## src/rtl/bsa_pkg.sv

```systemverilog
package bsa_pkg;
  typedef enum logic [1:0] {
    OP_AND  = 2'd0,
    OP_OR   = 2'd1,
    OP_SUM  = 2'd2,
    OP_LESS = 2'd3
  } bsa_op_e;
endpackage

```

## src/rtl/bsa_slice.sv

```systemverilog
module bsa_slice
  import bsa_pkg::*;
(
  input  logic       a_bit,
  input  logic       b_bit,
  input  logic       inv_a,
  input  logic       inv_b,
  input  logic       carry_in,
  input  logic       less_in,
  input  logic [1:0] op_sel,
  output logic       res_bit,
  output logic       carry_o,
  output logic       sum_o
);
  logic a_eff, b_eff, and_t, or_t;

  always_comb begin
    a_eff   = inv_a ? ~a_bit : a_bit;
    b_eff   = inv_b ? ~b_bit : b_bit;
    and_t   = a_eff & b_eff;
    or_t    = a_eff | b_eff;
    sum_o   = a_eff ^ b_eff ^ carry_in;
    carry_o = (a_eff & carry_in) | (b_eff & carry_in) | (a_eff & b_eff);
    case (bsa_op_e'(op_sel))
      OP_AND:  res_bit = and_t;
      OP_OR:   res_bit = or_t;
      OP_SUM:  res_bit = sum_o;
      default: res_bit = less_in;
    endcase
  end
endmodule

```

## src/rtl/bsa_chain.sv

```systemverilog
module bsa_chain #(
  parameter int W = 32
) (
  input  logic [W-1:0] a_in,
  input  logic [W-1:0] b_in,
  input  logic         inv_a,
  input  logic         inv_b,
  input  logic [1:0]   op_sel,
  output logic [W-1:0] res,
  output logic         carry_out,
  output logic         ovf
);
  localparam int MSB = W - 1;

  logic [W:0]   carry;
  logic [W-1:0] sums;
  logic [W-1:0] less;

  assign carry[0] = inv_b;

  genvar i;
  generate
    for (i = 0; i < W; i++) begin : g_slice
      if (i == 0) begin : g_lsb
        assign less[i] = sums[MSB];
      end else begin : g_upper
        assign less[i] = 1'b0;
      end
      bsa_slice u_slice (
        .a_bit    (a_in[i]),
        .b_bit    (b_in[i]),
        .inv_a    (inv_a),
        .inv_b    (inv_b),
        .carry_in (carry[i]),
        .less_in  (less[i]),
        .op_sel   (op_sel),
        .res_bit  (res[i]),
        .carry_o  (carry[i+1]),
        .sum_o    (sums[i])
      );
    end
  endgenerate

  assign carry_out = carry[W];
  assign ovf       = carry[MSB] ^ carry[W];
endmodule

```

## src/rtl/bsa_alu.sv

```systemverilog
module bsa_alu #(
  parameter int W = 32
) (
  input  logic         clk,
  input  logic         rst,
  input  logic [W-1:0] a_in,
  input  logic [W-1:0] b_in,
  input  logic         inv_a,
  input  logic         inv_b,
  input  logic [1:0]   op_sel,
  output logic [W-1:0] result,
  output logic         carry_out,
  output logic         ovf,
  output logic         zero
);
  logic [W-1:0] res_c;
  logic         carry_c, ovf_c;

  bsa_chain #(.W(W)) u_chain (
    .a_in      (a_in),
    .b_in      (b_in),
    .inv_a     (inv_a),
    .inv_b     (inv_b),
    .op_sel    (op_sel),
    .res       (res_c),
    .carry_out (carry_c),
    .ovf       (ovf_c)
  );

  always_ff @(posedge clk) begin
    if (rst) begin
      result    <= '0;
      carry_out <= 1'b0;
      ovf       <= 1'b0;
      zero      <= 1'b1;
    end else begin
      result    <= res_c;
      carry_out <= carry_c;
      ovf       <= ovf_c;
      zero      <= (res_c == '0);
    end
  end
endmodule

```

## config.mk

```make
export PLATFORM = sky130hd
export DESIGN_NAME = bsa_alu
export DESIGN_NICKNAME = d
export VERILOG_FILES = /design/src/rtl/bsa_pkg.sv /design/src/rtl/bsa_slice.sv /design/src/rtl/bsa_chain.sv /design/src/rtl/bsa_alu.sv
export SDC_FILE = /design/constraint.sdc
export NUM_CORES = 1
export LEC_CHECK = 0
export BUFFER_PORTS_ARGS = -buffer_cell sky130_fd_sc_hd__buf_4
export CAP_MARGIN = 20
export CELL_PAD_IN_SITES_DETAIL_PLACEMENT = 1
export CELL_PAD_IN_SITES_GLOBAL_PLACEMENT = 2
export CORE_ASPECT_RATIO = 1.1
export CORE_MARGIN = 3
export CORE_UTILIZATION = 35
export CTS_CLUSTER_DIAMETER = 200
export DETAILED_ROUTE_END_ITERATION = 16
export PLACE_DENSITY = 0.93
export SYNTH_ARGS = -nofsm -noshare
export SYNTH_HDL_FRONTEND = slang
export SYNTH_SLANG_ARGS = --single-unit
```

## constraint.sdc

```tcl
create_clock -name clk -period 47.1 [get_ports clk]
set_input_delay 7.065 -clock clk [delete_from_list [all_inputs] [get_ports clk]]
set_output_delay 7.065 -clock clk [all_outputs]
set_load 0.02 [all_outputs]
```

==> results.cfg <==
[worst_setup_path]
path_class = in -> reg
cp-end-kind = register
crit_top_cell = fa_1
cp_slowest_cell = fa_1
arrival_ps = 22300
startpoint_type = input port
critPathMaxFanout = 32
crit_required_ps = 47320
crit_path_max_incr_delay_ps = 500

[yosys]
netlist.area_leader.share_pct = 19.91
yosys-top-cells-area = ha_1, dfxtp_1, fa_1, xor2_1, inv_1
ys_ff_latch = 35
syn_area_um2 = 4023
ys_seq_area_share_pct = 17.42
synth.distinct_cells = 26
synth-main-ff-cell = dfxtp_1
ys_warn_count = 0
async_reset_ff_share_pct = 0
syn_inst = 431
synth.avg_cell_area_um2 = 9.333
synth_common_cells = inv_1, xor2_1, ha_1
syn-num-nets = 596
synth_top_area_cell = ha_1
yosysMostFrequentCell = inv_1
synth_edf_count = 0

[hold_path]
min_from = rst
hold_end = result[29]$_SDFF_PP0_
whs_path_depth = 2
min_path_type = in -> reg

[layout]
nets = 684
area_delta_synth_final_pct = 24.32
diodes = 0
final_util_pct = 45.21
nFillCells = 1302
stdcell_count = 666
final_cell_area_um2 = 5001
layout-drive-gt1-share_pct = 22.16

[cts]
cts-buffers-inserted = 5
ctsResizeCount = 0
htreeDepth = 2
cts_tree = yes
cts_hold_buf = 0
cts.sinks = 35
cts_root_buffer = clkbuf_16
post_cts_buffers = 0
clockBufferDepth = 2
path_clk_slew_ps = 60

[pwr]
p_comb_share_pct = 47.6
power.switching_mw = 0.04884
power.internal_mw = 0.08055
power_switching_share_pct = 37.75
total_power_mw = 0.1294
p_seq_share_pct = 26.4
vdd_drop_max_v = 0.00001106
pwr-share-clk_pct = 26.0
p_leak_nw = 2.674
powerDensity_nw_per_um2 = 25.87

[floorplanning]
die_y_um = 118.4
die_x_um = 108.2
ios = 105
core_area_um2 = 11060
start_util_pct = 36.37
rows = 40
die_area_um2 = 12820

[global_routing]
grt_max_degree = 36
grt_first_pass_wirelength_um = 17390
grt_pass1_vias = 3582
grt_use_total_pct = 17.21
antenna_found_initial = 0
grt-ovfl-total = 0

[routing]
first_pass_iters = 4
ant_nets = 0
first_iter_violations = 92
wl_per_cell_um = 16.00
wl_um = 10660
drc = 0
routed_via_density = 4.658
dr_total_vias = 3102

[sta]
setup_tns_ps = 0
finalCriticalPeriod_ps = 22080
relSlewSlack_pct = 47.81
finalHoldViolCount = 0
worst_slack_ps = 25020
holdWs_ps = 7186
rsz0062_at_grt = false
worstMarginPinSlew_ps = 782.9
slew_violations = 0
max_clock_freq_mhz = 45.30
setup_viol = 0
post-route-period-util_pct = 46.87

[placement]
io_buffers = 104
placed_area_um2 = 4857
dpl.hpwl_um = 8275
routabilityCongestion = 0.8229
dp.cells = 659
pre_cts_slack_ps = 24620

[run]
drv_cap = 0

[outcome]
status = finished, final reports clean
## critical path: cells and delay by family
| kind | cells | cell delay [ps] |
|---|---|---|
| AO/OA/AOI/OAI | 3 | 470 |
| XOR/XNOR | 1 | 260 |
| adder cells (fa/ha/maj) | 31 | 13360 |
| buffers and inverters | 4 | 700 |
| AND/OR/NAND/NOR | 3 | 440 |
## area by class of cell
cell class	instances	area (um^2)	share of cell area, %
clock buffer	6	138.9	2.777
inverter	97	364.1	7.280
clock inverter	1	5.005	0.1001
timing repair buffer	104	780.7	15.61
tap	147	183.9	3.678
multi-input combinational	276	2828	56.54
sequential	35	700.7	14.01
## layer usage
layer  wire length (um)  global-route usage (%)
met1               4254                   19.04
met2               5753                   32.81
met3                448                   2.949
met4                202                   5.130
met5                  0                       0
## power by group through the flow
stage	logic, mW	registers, mW	clock network, mW
floorplan	0.0366	0.0389	0
global placement	0.0590	0.0348	0
detailed placement	0.0621	0.0348	0
CTS	0.0629	0.0342	0.0347
global route	0.0699	0.0344	0.0360
finish	0.0616	0.0342	0.0337
## how the worst max path moves through the flow
stage               start         endpoint  slack (ps)  cells past startpoint
floorplan           inv_b  zero$_SDFF_PP1_       25710                     41
global placement    inv_a  zero$_SDFF_PP1_       24990                     42
detailed placement  inv_a  zero$_SDFF_PP1_       24620                     42
CTS                 inv_a  zero$_SDFF_PP1_       24850                     42
global route        inv_a  zero$_SDFF_PP1_       24350                     42
finish              inv_a  zero$_SDFF_PP1_       25020                     42
## cells by family after synthesis
kind of cell	Yosys count	synth area share (%)
and+or+nand+nor	50	5.443
buffers and inverters	120	12.29
muxes	30	7.776
AOI/OAI and AO/OA	35	7.372
adders and majority gates	95	35.33
xor gates and xnor gates	66	14.37
DFF	35	17.42
## state kept, by name, summed over array words and instances (netlist names)
register,flops
zero,1
result,32
ovf,1
carry_out,1
## placed cells by master (no fill, tap or decap), drive strengths merged
| cell type | count |
|---|---|
| a21oi | 2 |
| a41o | 1 |
| buf | 104 |
| clkbuf | 6 |
| clkinv | 1 |
| dfxtp | 35 |
| fa | 31 |
| ha | 64 |
| inv | 97 |
| mux2i | 29 |
| mux4 | 1 |
| nand2 | 2 |
| nand2b | 3 |
| nand3 | 1 |
| nand4 | 7 |
| nor2 | 36 |
| nor4 | 1 |
| o21ai | 2 |
| o22a | 30 |
| xnor2 | 1 |
| xor2 | 65 |
Power figures use the tool's default switching activity.
